<file path="src/rtl/row_accum_pkg.sv">
// Shared types for the interleaved row accumulator.
package row_accum_pkg;

    // Run phase of the accumulator.
    typedef enum logic [1:0] {
        PH_CLEAR = 2'd0,
        PH_ACCUM = 2'd1,
        PH_DRAIN = 2'd2,
        PH_EMIT  = 2'd3
    } phase_t;

    // What a pair's shared adder does in one cycle.
    typedef enum logic [2:0] {
        OP_IDLE  = 3'd0,
        OP_ADD   = 3'd1,  // extend running sum of the current row
        OP_SWAP  = 3'd2,  // commit old row to store, start new row
        OP_START = 3'd3,  // first product, nothing to commit
        OP_FLUSH = 3'd4   // end of stream: commit running sum
    } op_t;

endpackage

</file>
<file path="src/rtl/lane_skid.sv">
// Small per-lane FIFO that holds products while the lane waits for its
// adder turn. Assumes push is issued only while full is low.
module lane_skid #(
    parameter int W     = 20,
    parameter int DEPTH = 2
) (
    input  logic         clk,
    input  logic         rst_n,
    input  logic         push,
    input  logic [W-1:0] din,
    input  logic         pop,
    output logic         head_valid,
    output logic [W-1:0] head,
    output logic         full
);
    localparam int PW = (DEPTH > 1) ? $clog2(DEPTH) : 1;
    localparam int CW = $clog2(DEPTH + 1);

    logic [W-1:0]  slot [DEPTH];
    logic [PW-1:0] rd_ptr, wr_ptr;
    logic [CW-1:0] cnt;

    assign head_valid = (cnt != '0);
    assign full       = (cnt == CW'(DEPTH));
    assign head       = slot[rd_ptr];

    // Pointer and occupancy bookkeeping.
    always_ff @(posedge clk) begin
        if (!rst_n) begin
            rd_ptr <= '0;
            wr_ptr <= '0;
            cnt    <= '0;
        end else begin
            if (push) wr_ptr <= (wr_ptr == PW'(DEPTH - 1)) ? '0 : wr_ptr + 1'b1;
            if (pop)  rd_ptr <= (rd_ptr == PW'(DEPTH - 1)) ? '0 : rd_ptr + 1'b1;
            cnt <= cnt + CW'(push) - CW'(pop);
        end
    end

    // Data storage, written on push.
    always_ff @(posedge clk) begin
        if (push) slot[wr_ptr] <= din;
    end

    // a push never lands on a full buffer.
    a_r5_no_overflow: assert property (@(posedge clk) disable iff (!rst_n)
        push |-> (cnt < CW'(DEPTH)) || pop);
    // a lane is only served when it holds a product.
    a_r8_pop_nonempty: assert property (@(posedge clk) disable iff (!rst_n)
        pop |-> cnt != '0);
endmodule

</file>
<file path="src/rtl/pair_engine.sv">
// One shared adder serving two lanes on alternate cycles. Each lane keeps a
// running sum for its current row. On a row change, or when draining, the
// adder adds the running sum into the store entry read through rd_idx.
// Assumes turn toggles every cycle and rows are not shared between lanes
// at the same time.
module pair_engine
    import row_accum_pkg::*;
#(
    parameter int DATA_W = 16,
    parameter int ACC_W  = 24,
    parameter int IDX_W  = 4
) (
    input  logic                   clk,
    input  logic                   rst_n,
    input  logic                   turn,
    input  logic                   draining,
    input  logic [1:0]             head_valid,
    input  logic [1:0][DATA_W-1:0] head_prod,
    input  logic [1:0][IDX_W-1:0]  head_row,
    output logic [1:0]             pop,
    output logic [IDX_W-1:0]       rd_idx,
    input  logic [ACC_W-1:0]       rd_data,
    output logic                   wr_en,
    output logic [IDX_W-1:0]       wr_idx,
    output logic [ACC_W-1:0]       wr_data,
    output logic                   idle
);
    logic [ACC_W-1:0] acc_q  [2];
    logic [IDX_W-1:0] row_q  [2];
    logic             live_q [2];

    op_t              op;
    logic [ACC_W-1:0] op_a, op_b, sum, prod_ext;
    logic             sel;

    assign sel      = turn;
    assign prod_ext = ACC_W'(head_prod[sel]);
    assign sum      = op_a + op_b;
    assign rd_idx   = row_q[sel];
    assign wr_idx   = row_q[sel];
    assign wr_data  = sum;
    assign wr_en    = (op == OP_SWAP) || (op == OP_FLUSH);
    assign idle     = !live_q[0] && !live_q[1];

    // Decide the adder's job for the lane whose turn it is.
    always_comb begin
        op = OP_IDLE;
        if (head_valid[sel]) begin
            if (live_q[sel] && row_q[sel] == head_row[sel]) op = OP_ADD;
            else if (live_q[sel])                           op = OP_SWAP;
            else                                            op = OP_START;
        end else if (draining && live_q[sel]) begin
            op = OP_FLUSH;
        end
    end

    // Select adder operands for the chosen job.
    always_comb begin
        op_a = '0;
        op_b = '0;
        unique case (op)
            OP_ADD:            begin op_a = acc_q[sel]; op_b = prod_ext;   end
            OP_SWAP, OP_FLUSH: begin op_a = rd_data;    op_b = acc_q[sel]; end
            default:           ;
        endcase
    end

    // Consume the head product of the served lane.
    always_comb begin
        pop      = '0;
        pop[sel] = (op == OP_ADD) || (op == OP_SWAP) || (op == OP_START);
    end

    // Running sum, row tag and live flag of each lane.
    always_ff @(posedge clk) begin
        if (!rst_n) begin
            for (int j = 0; j < 2; j++) begin
                acc_q[j]  <= '0;
                row_q[j]  <= '0;
                live_q[j] <= 1'b0;
            end
        end else begin
            unique case (op)
                OP_ADD: acc_q[sel] <= sum;
                OP_SWAP, OP_START: begin
                    acc_q[sel]  <= prod_ext;
                    row_q[sel]  <= head_row[sel];
                    live_q[sel] <= 1'b1;
                end
                OP_FLUSH: live_q[sel] <= 1'b0;
                default: ;
            endcase
        end
    end

    // each lane is served at most every other cycle.
    a_r8_lane0_alternate: assert property (@(posedge clk) disable iff (!rst_n)
        pop[0] |=> !pop[0]);
    a_r8_lane1_alternate: assert property (@(posedge clk) disable iff (!rst_n)
        pop[1] |=> !pop[1]);
    // a commit is always followed by the lane being free or on a new row.
    a_r3_commit_moves_on: assert property (@(posedge clk) disable iff (!rst_n)
        (wr_en && !draining) |=> live_q[$past(sel)] && row_q[$past(sel)] != $past(wr_idx));
endmodule

</file>
<file path="src/rtl/result_bank.sv">
// Register-based result store: one write port per adder pair plus a clear
// port, combinational reads for each pair and for the output stream.
// Assumes two pairs never write the same entry in one cycle.
module result_bank #(
    parameter int VEC_LEN = 16,
    parameter int ACC_W   = 24,
    parameter int IDX_W   = 4,
    parameter int NPAIR   = 2
) (
    input  logic                        clk,
    input  logic                        rst_n,
    input  logic                        clr_en,
    input  logic [IDX_W-1:0]            clr_idx,
    input  logic [NPAIR-1:0]            wr_en,
    input  logic [NPAIR-1:0][IDX_W-1:0] wr_idx,
    input  logic [NPAIR-1:0][ACC_W-1:0] wr_data,
    input  logic [NPAIR-1:0][IDX_W-1:0] rd_idx,
    output logic [NPAIR-1:0][ACC_W-1:0] rd_data,
    input  logic [IDX_W-1:0]            out_idx,
    output logic [ACC_W-1:0]            out_data
);
    logic [ACC_W-1:0] mem [VEC_LEN];

    // One storage process per entry: clear wins, else any matching pair write.
    for (genvar e = 0; e < VEC_LEN; e++) begin : g_entry
        always_ff @(posedge clk) begin
            if (clr_en && clr_idx == IDX_W'(e)) begin
                mem[e] <= '0;
            end else begin
                for (int p = 0; p < NPAIR; p++) begin
                    if (wr_en[p] && wr_idx[p] == IDX_W'(e)) mem[e] <= wr_data[p];
                end
            end
        end
    end

    // Read port per pair.
    for (genvar p = 0; p < NPAIR; p++) begin : g_rd
        assign rd_data[p] = mem[rd_idx[p]];
    end

    assign out_data = mem[out_idx];

    // no two pairs update the same entry in the same cycle.
    for (genvar p = 0; p < NPAIR; p++) begin : g_chk_a
        for (genvar q = p + 1; q < NPAIR; q++) begin : g_chk_b
            a_r3_no_write_clash: assert property (@(posedge clk) disable iff (!rst_n)
                (wr_en[p] && wr_en[q]) |-> wr_idx[p] != wr_idx[q]);
        end
    end
    // the clear port is never used together with an accumulate write.
    a_r2_clear_exclusive: assert property (@(posedge clk) disable iff (!rst_n)
        clr_en |-> wr_en == '0);
endmodule

</file>
<file path="src/rtl/phase_ctrl.sv">
// Sequences one run: zero the store, accept products, drain lanes, stream
// the vector out, then start zeroing again. ptr walks the store index
// during zeroing and output.
module phase_ctrl
    import row_accum_pkg::*;
#(
    parameter int VEC_LEN = 16,
    parameter int IDX_W   = 4
) (
    input  logic             clk,
    input  logic             rst_n,
    input  logic             done,
    input  logic             all_idle,
    output phase_t           phase,
    output logic [IDX_W-1:0] ptr,
    output logic             busy,
    output logic             clr_en,
    output logic             draining,
    output logic             out_valid
);
    localparam logic [IDX_W-1:0] LAST = IDX_W'(VEC_LEN - 1);

    assign busy      = (phase != PH_ACCUM);
    assign clr_en    = (phase == PH_CLEAR);
    assign draining  = (phase == PH_DRAIN);
    assign out_valid = (phase == PH_EMIT);

    // Phase sequencing and index walk.
    always_ff @(posedge clk) begin
        if (!rst_n) begin
            phase <= PH_CLEAR;
            ptr   <= '0;
        end else begin
            unique case (phase)
                PH_CLEAR: begin
                    ptr <= (ptr == LAST) ? '0 : ptr + 1'b1;
                    if (ptr == LAST) phase <= PH_ACCUM;
                end
                PH_ACCUM: if (done) phase <= PH_DRAIN;
                PH_DRAIN: if (all_idle) begin
                    phase <= PH_EMIT;
                    ptr   <= '0;
                end
                PH_EMIT: begin
                    ptr <= (ptr == LAST) ? '0 : ptr + 1'b1;
                    if (ptr == LAST) phase <= PH_CLEAR;
                end
                default: phase <= PH_CLEAR;
            endcase
        end
    end

    // accepting starts only after the last entry was zeroed.
    a_r2_full_clear: assert property (@(posedge clk) disable iff (!rst_n)
        (phase == PH_ACCUM && $past(phase) == PH_CLEAR) |-> $past(ptr) == LAST);
    // output begins only from the drain phase.
    a_r7_emit_after_drain: assert property (@(posedge clk) disable iff (!rst_n)
        $rose(out_valid) |-> $past(phase) == PH_DRAIN);
endmodule

</file>
<file path="src/rtl/lane_pair_accum.sv">
// Top level: per-lane skid buffers, one shared-adder engine per lane pair,
// the result store and the phase controller. Assumes LANES is even and
// VEC_LEN is a power of two no smaller than 2.
module lane_pair_accum
    import row_accum_pkg::*;
#(
    parameter int LANES   = 4,
    parameter int DATA_W  = 16,
    parameter int ACC_W   = 24,
    parameter int VEC_LEN = 16,
    parameter int SKID    = 2,
    parameter int IDX_W   = $clog2(VEC_LEN)
) (
    input  logic                    clk,
    input  logic                    rst_n,
    input  logic [LANES-1:0]        in_valid,
    input  logic [LANES*DATA_W-1:0] in_prod,
    input  logic [LANES*IDX_W-1:0]  in_row,
    output logic [LANES-1:0]        in_ready,
    input  logic                    done,
    output logic                    busy,
    output logic                    out_valid,
    output logic [IDX_W-1:0]        out_index,
    output logic [ACC_W-1:0]        out_value
);
    localparam int NPAIR = LANES / 2;
    localparam int EW    = IDX_W + DATA_W;

    phase_t                    phase;
    logic [IDX_W-1:0]          ptr;
    logic                      clr_en, draining, all_idle, turn;
    logic [LANES-1:0]          head_valid, full, pop, push;
    logic [LANES-1:0][EW-1:0]  head;
    logic [NPAIR-1:0]          pair_idle, wr_en;
    logic [NPAIR-1:0][IDX_W-1:0] wr_idx, rd_idx;
    logic [NPAIR-1:0][ACC_W-1:0] wr_data, rd_data;

    // Alternating service slot shared by every pair.
    always_ff @(posedge clk) begin
        if (!rst_n) turn <= 1'b0;
        else        turn <= ~turn;
    end

    assign all_idle  = (head_valid == '0) && (&pair_idle);
    assign out_index = ptr;

    // Per-lane skid buffers.
    for (genvar l = 0; l < LANES; l++) begin : g_lane
        assign in_ready[l] = (phase == PH_ACCUM) && !full[l];
        assign push[l]     = in_valid[l] && in_ready[l];
        lane_skid #(.W(EW), .DEPTH(SKID)) u_skid (
            .clk        (clk),
            .rst_n      (rst_n),
            .push       (push[l]),
            .din        ({in_row[l*IDX_W +: IDX_W], in_prod[l*DATA_W +: DATA_W]}),
            .pop        (pop[l]),
            .head_valid (head_valid[l]),
            .head       (head[l]),
            .full       (full[l])
        );
    end

    // One shared adder per lane pair.
    for (genvar p = 0; p < NPAIR; p++) begin : g_pair
        logic [1:0][DATA_W-1:0] hp;
        logic [1:0][IDX_W-1:0]  hr;
        for (genvar j = 0; j < 2; j++) begin : g_split
            assign hp[j] = head[2*p+j][DATA_W-1:0];
            assign hr[j] = head[2*p+j][EW-1:DATA_W];
        end
        pair_engine #(.DATA_W(DATA_W), .ACC_W(ACC_W), .IDX_W(IDX_W)) u_eng (
            .clk        (clk),
            .rst_n      (rst_n),
            .turn       (turn),
            .draining   (draining),
            .head_valid (head_valid[2*p +: 2]),
            .head_prod  (hp),
            .head_row   (hr),
            .pop        (pop[2*p +: 2]),
            .rd_idx     (rd_idx[p]),
            .rd_data    (rd_data[p]),
            .wr_en      (wr_en[p]),
            .wr_idx     (wr_idx[p]),
            .wr_data    (wr_data[p]),
            .idle       (pair_idle[p])
        );
        // the two lanes of a pair are never served together.
        a_r8_pair_exclusive: assert property (@(posedge clk) disable iff (!rst_n)
            !(pop[2*p] && pop[2*p+1]));
    end

    result_bank #(.VEC_LEN(VEC_LEN), .ACC_W(ACC_W), .IDX_W(IDX_W), .NPAIR(NPAIR)) u_bank (
        .clk      (clk),
        .rst_n    (rst_n),
        .clr_en   (clr_en),
        .clr_idx  (ptr),
        .wr_en    (wr_en),
        .wr_idx   (wr_idx),
        .wr_data  (wr_data),
        .rd_idx   (rd_idx),
        .rd_data  (rd_data),
        .out_idx  (ptr),
        .out_data (out_value)
    );

    phase_ctrl #(.VEC_LEN(VEC_LEN), .IDX_W(IDX_W)) u_ctrl (
        .clk       (clk),
        .rst_n     (rst_n),
        .done      (done),
        .all_idle  (all_idle),
        .phase     (phase),
        .ptr       (ptr),
        .busy      (busy),
        .clr_en    (clr_en),
        .draining  (draining),
        .out_valid (out_valid)
    );

    // consecutive output entries step the index by one.
    a_r6_index_step: assert property (@(posedge clk) disable iff (!rst_n)
        (out_valid && $past(out_valid)) |-> out_index == $past(out_index) + 1'b1);
    // nothing is accepted while busy.
    a_r5_no_take_busy: assert property (@(posedge clk) disable iff (!rst_n)
        busy |-> push == '0);
    // output only while busy.
    a_r7_out_under_busy: assert property (@(posedge clk) disable iff (!rst_n)
        out_valid |-> busy);
endmodule

</file>
<file path="config.mk">
export PLATFORM = sky130hd
export DESIGN_NAME = lane_pair_accum
export DESIGN_NICKNAME = d
export VERILOG_FILES = /design/src/rtl/row_accum_pkg.sv /design/src/rtl/lane_skid.sv /design/src/rtl/pair_engine.sv /design/src/rtl/result_bank.sv /design/src/rtl/phase_ctrl.sv /design/src/rtl/lane_pair_accum.sv
export SDC_FILE = /design/constraint.sdc
export NUM_CORES = 1
export LEC_CHECK = 0
export BUFFER_PORTS_ARGS = -buffer_cell sky130_fd_sc_hd__buf_2
export CAP_MARGIN = 10
export CORE_MARGIN = 2
export CORE_UTILIZATION = 30
export CTS_CLUSTER_DIAMETER = 80
export DETAILED_ROUTE_END_ITERATION = 8
export SETUP_SLACK_MARGIN = 0.05
export SKIP_LAST_GASP = 1
export SYNTH_ARGS = -nofsm -noshare
export SYNTH_HDL_FRONTEND = slang
export SYNTH_SLANG_ARGS = --single-unit
</file>
<file path="constraint.sdc">
create_clock -name clk -period 6.9 [get_ports clk]
set_input_delay 0.345 -clock clk [delete_from_list [all_inputs] [get_ports clk]]
set_output_delay 0.345 -clock clk [all_outputs]
set_load 0.01 [all_outputs]
</file>
==> impl_results.md, run 1 <==
* Starting DRC count in detailed routing at 5,418
* Drt first pass iters at 6
* Crit Path Category: flop to flop
* CP Max Fanout at 36
* Slowest stage delay, CP at 0.82 ns
* VDD IR-drop max at about 0.25 mV
* DR vias/cell at about 6
* Clock Tree Buf Depth at 3
* Reg2Reg Setup Slack at around 0.68 ns
* Critical path, cell by cell: mux2i_4 > buf_12 > nand2_1 > and3_1 > a311oi_1 > a31oi_1 > a21oi_1 > nand2_1 > o21ai_0 > ha_1 > and2_1 > a21o_1 > or3_1 > o211a_1 > nor2_1 > nand2b_1 > a21oi_1 > xnor2_1 > buf_4 > o22ai_1
* Dominant cell type by area after synthesis: edfxtp_1
* Leak at 15.27 nW
* Final-stage net count at about 3,700
* Register area share after synthesis at 51.06%
* Gate Count Post-Synth at 3,395
* Largest net degree at the start of global routing at 117
* Routed len/inst at 28.37 um
* Main flop type after synthesis: edfxtp_1
* Synth top area cells: edfxtp_1 (49%), mux4_2 (12%), o22ai_1 (6.8%), nand2_1 (4.3%), mux2i_1 (3.4%)
* Total Die Area at ~140,000 um^2
* Tightest Pin Transition at 1.319 ns
* Fmax at 0.1609 GHz
* CP max stage cell: mux2i_4
* Fin crit period at 6.215 ns
* Startpoint Class: flop
* Top Ports at between 100 and 150
* Share of layout cells above drive strength 1 at between 20% and 30%
* Antenna viol nets, final at 0
* RSZ-0062 raised after global routing: false
* DRT Wirelength at 151,500 um
* Core ar. at 132,000 um^2
* H-tree depth at 3
* Sum Neg Setup Slack at 0 ns
* Int Pwr at approximately 9.9 mW
* Sequential group share of total power at between 30% and 40%
* Post-synth EDFFs at around 660
* Clk_lat worst skew at 0.67 ns
* Worst Path Buf+Inv at 2
* CP arrival at 6.56 ns
* Clock sinks at about 700
* Top cells by instance count after synthesis: edfxtp_1 (656), nand2_1 (455), o22ai_1 (437)
* Die Y at ~370 um
* TritonCTS clock tree: yes
* Number of fillers in the final layout at between 10,000 and 15,000
* Sw Pwr at 5.852 mW
* Clk pwr share at 28.0%
* Unique masters post-synth at around 70
* Critical Path End Type: flop
* Max_slew headroom at 11.98%
* Syn nets at 3,547
* First-pass GRT wire length at 216,500 um
* Cell Pwr Density at about 340 nW/um^2
* Max-cap violations at 0
* #FFs+latches synth at 692
* CTS Buf Count at 80
* Req. time, crit path at slightly above 7 ns
* Initial antenna violation count at 8
* Yosys warns at 0
* DRC viols at 0
* Status: complete, no violations
* Area Overhead vs Synth at 16.40%
* Initial core utilization at 30.30%
* Clock transition at path regs at 0.06 ns
* Gr usage total at 21.55%
* Final period util at 90.08%
* Hold Crit Class: primary input to flop
* Mean post-synth cell area at 11.78 um^2
* IO Port Bufs at 120
* Synthesized area at 39,990 um^2
* Fin util at 35.27%
* Vias in the first global route at 31,280
* Die width at 369.1 um
* Max Clock Skew at 0.04960 ns
* Ys async rst share at 0%
* Row count at between 100 and 150
* RD Place Congestion at around 0.96
* Comb pwr share at 36.3%
* Final setup fails at 0
* Top-area cell type share of the netlist area at 49.26%
* CTS Root Cell: clkbuf_16
* Largest delay contributor family on the critical path: compound AO/OA/AOI/OAI gates
* Cts repair resizes at 0
* Sw frac at 37.14%
* Overflow left after global routing at 0
* Hpwl dp at 95,100 um
* Hold Violations, Final at 0
* Final count of pins violating max slew at 0
* Vias at about 33,000
* Count leader, synth: edfxtp_1
## sequential cells by signal, summed over array words and instances (netlist names), named ones only
name	count
u_bank.mem	384
g_lane.u_skid.slot	160
g_pair.u_eng.acc_q	96
g_pair.u_eng.row_q	16
g_lane.u_skid.cnt	8
g_lane.u_skid.rd_ptr	4
g_lane.u_skid.wr_ptr	4
g_pair.u_eng.live_q	4
u_ctrl.ptr	4
u_ctrl.phase	2
turn	1
## worst paths after layout
kind / startpoint / end / cells after the start
worst min-delay path: done / u_ctrl.phase[0] / 3
worst max-delay path: flop / u_bank.mem[3][16] / 20
worst min register to register: g_lane[1].u_skid.rd_ptr / flop / 1
worst max register to register: flop / u_bank.mem[3][16] / 20
## worst register-to-register path, delay by kind of cell, from the launching register on
| family | cells | cell delay (ns) |
|---|---|---|
| simple gates | 7 | 1.42 |
| xor+xnor | 1 | 0.31 |
| buf+inv | 2 | 0.66 |
| compound gates | 8 | 1.88 |
| mux | 1 | 0.83 |
| fa+ha+maj | 1 | 0.31 |
| flops | 1 | 0.51 |
## kinds of logic after synthesis
group / share of synthesized area (%)
mux: 18.32
buf+inv: 3.626
xor+xnor: 1.402
fa+ha+maj: 2.071
simple gates: 11.06
flops: 51.06
compound gates: 12.46
## layout by cell type (no fill, tap or decap), types with 13 or more instances in the layout
cell	count
nand3_1	130
edfxtp_1	656
xor2_1	28
nand4_1	32
nand2_1	455
a21oi_1	117
buf_2	120
nand3_2	16
o21ai_0	45
dfxtp_1	30
a311oi_1	70
clkbuf_16	81
dlygate4sd3_1	80
clkinv_1	14
inv_1	28
clkbuf_1	13
mux2_2	84
clkinv_2	14
nor2_1	218
nor2b_1	13
xnor2_1	31
mux2i_1	131
o22ai_1	437
and3_1	59
a31oi_1	28
buf_4	163
a21o_1	14
ha_1	63
and2_1	25
mux4_2	216
## area by class of cell
| class | count | area [um^2] | area share, % |
|---|---|---|---|
| sequential | 692 | 20440 | 43.91 |
| multi-input combinational | 2345 | 18330 | 39.39 |
| timing repair buffer | 371 | 2780 | 5.973 |
| tap | 1755 | 2196 | 4.718 |
| clock buffer | 94 | 2076 | 4.459 |
| clock inverter | 52 | 606.8 | 1.304 |
| inverter | 31 | 116.4 | 0.2500 |
| antenna | 1 | 2.502 | 0.005376 |
## metrics by stage
| stage | area (um^2) | setup WS [ns] | total power [mW] | cells | hold WS [ns] |
|---|---|---|---|---|---|
| final | 46550 | 0.6845 | 15.76 | 5341 | 0.1463 |
| after global placement | 43050 | 0.9459 | 11.19 | 5113 | 0.4570 |
| after detailed placement | 43050 | 0.9244 | 11.26 | 5113 | 0.4641 |
| after CTS | 46530 | 0.9255 | 15.67 | 5339 | 0.1260 |
| after global routing | 46540 | 0.4833 | 16.28 | 5340 | 0.1636 |
| after floorplan | 39990 | 1.668 | 9.010 | 3395 | 0.4337 |
## power groups by stage
stage	Combinational, mW	Sequential, mW	Clock [mW]
5_1_grt	5.98	5.68	4.62
3_5_place_dp	5.57	5.70	0
4_1_cts	5.61	5.61	4.45
6_report	5.72	5.62	4.41
2_1_floorplan	3.55	5.46	0
3_3_place_gp	5.52	5.67	0
## metal layers
layer / vias up / GRT usage (%) / part of all wire, %
met5: - / 0 / 0.069
met4: 14 / 10.31 / 5.3
met3: 523 / 6.725 / 15
met2: 2595 / 32.64 / 43
met1: 16010 / 27.93 / 37
li1: 13600 / - / -
## repair_timing
| action | 4_1_cts | 5_1_grt |
|---|---|---|
| hold endpoints to repair | 160 | 0 |
| hold buffers | 80 | 0 |
| buffers inserted | 0 | 0 |
| endpoints found under the setup margin | 0 | 0 |
No activity file was read; power rests on OpenSTA's default activity.
==> run 2: changes to the inputs <==
==> constraint.sdc (replaced) <==
create_clock -name clk -period 6.9 [get_ports clk]
set_input_delay 1.38 -clock clk [delete_from_list [all_inputs] [get_ports clk]]
set_output_delay 1.38 -clock clk [all_outputs]
set_load 0.01 [all_outputs]
==> run 2 against run 1 <==
  * Sequential power about the same
  * Largest power group unchanged
  * Wire length down 0.31%
  * Register-to-register slack better by 0.098 ns
  * Sequential cell count unchanged
  * Worst setup slack gained 0.098 ns
  * Clock skew is 0.0070 ns lower
  * Clock power decreased by 5.0%
  * Die area is the same
  * Combinational power fell by 1%
  * Critical path type unchanged
==> impl_results.md, run 2 (synthesis gave the netlist of run 1 again) <==
* Max Clock Skew at 0.04261 ns (was 0.04960 ns)
* IO Port Bufs at 120 (unchanged)
* CP arrival at 6.46 ns (was 6.56 ns)
* Hold Crit Class: flop to flop (was primary input to flop)
* Drt first pass iters at 9 (was 6)
* Hpwl dp at 93,550 um (was 95,100 um)
* Clock sinks at 692 (unchanged)
* Sw frac at 37.32% (was 37.14%)
* Worst Path Buf+Inv at 3 (was 2)
* Die width at 369.1 um (unchanged)
* Fmax at 0.1635 GHz (was 0.1609 GHz)
* DRT Wirelength at 151,100 um (was 151,500 um)
* Final count of pins violating max slew at 0 (unchanged)
* Post-route insts no fill at 5,259 (was 5,341)
* Final setup fails at 0 (unchanged)
* Hold_sp: g_pair[0].u_eng.live_q[1] (was done)
* Max_slew headroom at 9.264% (was 11.98%)
* CP Max Fanout at 57 (was 36)
* CP max stage cell: buf_4 (was mux2i_4)
* Top reg by flops: u_bank.mem (unchanged)
* Die Y at 369.1 um (unchanged)
* Fin crit period at 6.118 ns (was 6.215 ns)
* Share of layout cells above drive strength 1 at 22.03% (was 21.76%)
* Commonest non-fill, non-tap cell in the layout: edfxtp_1 (unchanged)
* Clk pwr share at 27.1% (was 28.0%)
* Commonest cells after routing, fill and taps aside: edfxtp_1 (656), nand2_1 (455), o22ai_1 (437), nor2_1 (218), mux4_2 (216) (unchanged)
* CTS Buf Count at 78 (was 80)
* Crit Path Category: flop to flop (unchanged)
* Vias at 32,260 (was 32,740)
* H-tree depth at 3 (unchanged)
* DR vias/cell at 6.134 (was 6.130)
* Vias in the first global route at 31,200 (was 31,280)
* Final period util at 88.66% (was 90.08%)
* Sum Neg Setup Slack at 0 ns (unchanged)
* Status: complete, no violations (unchanged)
* Gr usage total at 21.45% (was 21.55%)
* Clock Tree Buf Depth at 3 (unchanged)
* Overflow left after global routing at 0 (unchanged)
* RD Place Congestion at 0.9536 (was 0.9634)
* Critical Path End Type: flop (unchanged)
* Sw Pwr at 5.782 mW (was 5.852 mW)
* # placed instances at 5,109 (was 5,113)
* Largest registers in the final layout: u_bank.mem x384, g_lane.u_skid.slot x160, g_pair.u_eng.acc_q x96 (unchanged)
* Clk_lat worst skew at 0.65 ns (was 0.67 ns)
* Critical path, cell by cell: buf_4 > mux2i_4 > buf_4 > a31oi_1 > a21oi_1 > nand2_1 > o21ai_0 > ha_1 > fa_1 > a21oi_1 > o31ai_1 > o21ai_0 > nor2b_1 > o21ai_0 > xnor2_1 > buf_4 > o22ai_1 (was mux2i_4 > buf_12 > nand2_1 > and3_1 > a311oi_1 > a31oi_1 > a21oi_1 > nand2_1 > o21ai_0 > ha_1 > and2_1 > a21o_1 > or3_1 > o211a_1 > nor2_1 > nand2b_1 > a21oi_1 > xnor2_1 > buf_4 > o22ai_1)
* Initial core utilization at 30.30% (unchanged)
* Area Overhead vs Synth at 14.05% (was 16.40%)
* Sequential group share of total power at 36.4% (was 35.7%)
* Initial antenna violation count at 11 (was 8)
* CTS Root Cell: clkbuf_16 (unchanged)
* Starting DRC count in detailed routing at 5,066 (was 5,418)
* Dpl ws at 1.097 ns (was 0.9244 ns)
* TritonCTS clock tree: yes (unchanged)
* Largest net degree at the start of global routing at 118 (was 117)
* Int Pwr at 9.712 mW (was 9.903 mW)
* Req. time, crit path at 7.24 ns (about the same)
* Comb pwr share at 36.5% (was 36.3%)
* Antenna viol nets, final at 0 (unchanged)
* Final-stage net count at 3,586 (was 3,673)
* Core ar. at 132,000 um^2 (unchanged)
* Top Ports at 121 (unchanged)
* Leak at 14.86 nW (was 15.27 nW)
* Post-CTS setup buffer count at 0 (unchanged)
* Cell Pwr Density at 339.7 nW/um^2 (was 338.5 nW/um^2)
* First-pass GRT wire length at 214,600 um (was 216,500 um)
* Max FFs per register at 384 (unchanged)
* Cts repair resizes at 0 (unchanged)
* Startpoint Class: flop (unchanged)
* Row count at 133 (unchanged)
* Max-cap violations at 0 (unchanged)
* Worst Setup Slack, final at 0.7825 ns (was 0.6845 ns)
* Routed len/inst at 28.72 um (was 28.37 um)
* DRC viols at 0 (unchanged)
* Hold Violations, Final at 0 (unchanged)
* Slowest stage delay, CP at 0.79 ns (was 0.82 ns)
* Total Die Area at 136,200 um^2 (unchanged)
* Tightest Pin Transition at 1.357 ns (was 1.319 ns)
* Clock transition at path regs at 0.06 ns (about the same)
* Hold Buf Count CTS at 0 (was 80)
* Largest delay contributor family on the critical path: compound AO/OA/AOI/OAI gates (unchanged)
* VDD IR-drop max at 0.2325 mV (was 0.2473 mV)
* RSZ-0062 raised after global routing: false (unchanged)
[run 2: power by group through the flow]
stage                     clock network [mW]  registers, mW  logic [mW]
after detailed placement                   0           5.71        5.53
after global placement                     0           5.68        5.49
final                                   4.19           5.64        5.66
after global routing                    4.39           5.70        5.93
after floorplan                            0           5.46        3.55
after CTS                               4.23           5.62        5.55
[run 2: layout make-up]
cell class	instances	area, um^2
multi-input cells	2345	18330
flip-flops and latches	692	20440
inverters	31	116.4
fillers	12920	86360
diodes	5	12.51
repair buffers	286	1959
clock buffers	100	2181
clock inverters	45	371.6
well taps	1755	2196
[run 2: metrics by stage]
step | power [mW] | cell area, um^2 | hold WS, ns | utilization, %
2_1_floorplan | 9.010 | 39990 | 0.4337 | -
3_3_place_gp | 11.17 | 43040 | 0.4494 | 32.62
3_5_place_dp | 11.24 | 43040 | 0.4606 | 32.62
4_1_cts | 15.40 | 45590 | 0.4712 | 34.55
5_1_grt | 16.02 | 45590 | 0.4942 | 34.55
6_report | 15.49 | 45610 | 0.4665 | 34.56
[run 2: worst paths after layout]
kind,slack [ns],cells past startpoint,end
worst max register to register,0.78,17,u_bank.mem[3][12]
worst min register to register,0.47,2,g_pair[0].u_eng.live_q[1]
worst min-delay path,0.47,2,g_pair[0].u_eng.live_q[1]
worst max-delay path,0.78,17,u_bank.mem[3][12]
[run 2: routing by layer]
metal | share of wire, % | GRT usage [%] | up-vias
met5 | 0.061 | 0 | -
met4 | 6.7 | 12.61 | 16
met3 | 14 | 7.413 | 586
met2 | 42 | 31.77 | 2537
met1 | 37 | 27.04 | 15700
li1 | - | - | 13420
[run 2: tightest hold or removal path: stages (launching register included)]
cell and delay [ns]:
dfxtp_1 0.31, nand3_1 0.06, nand2_1 0.05
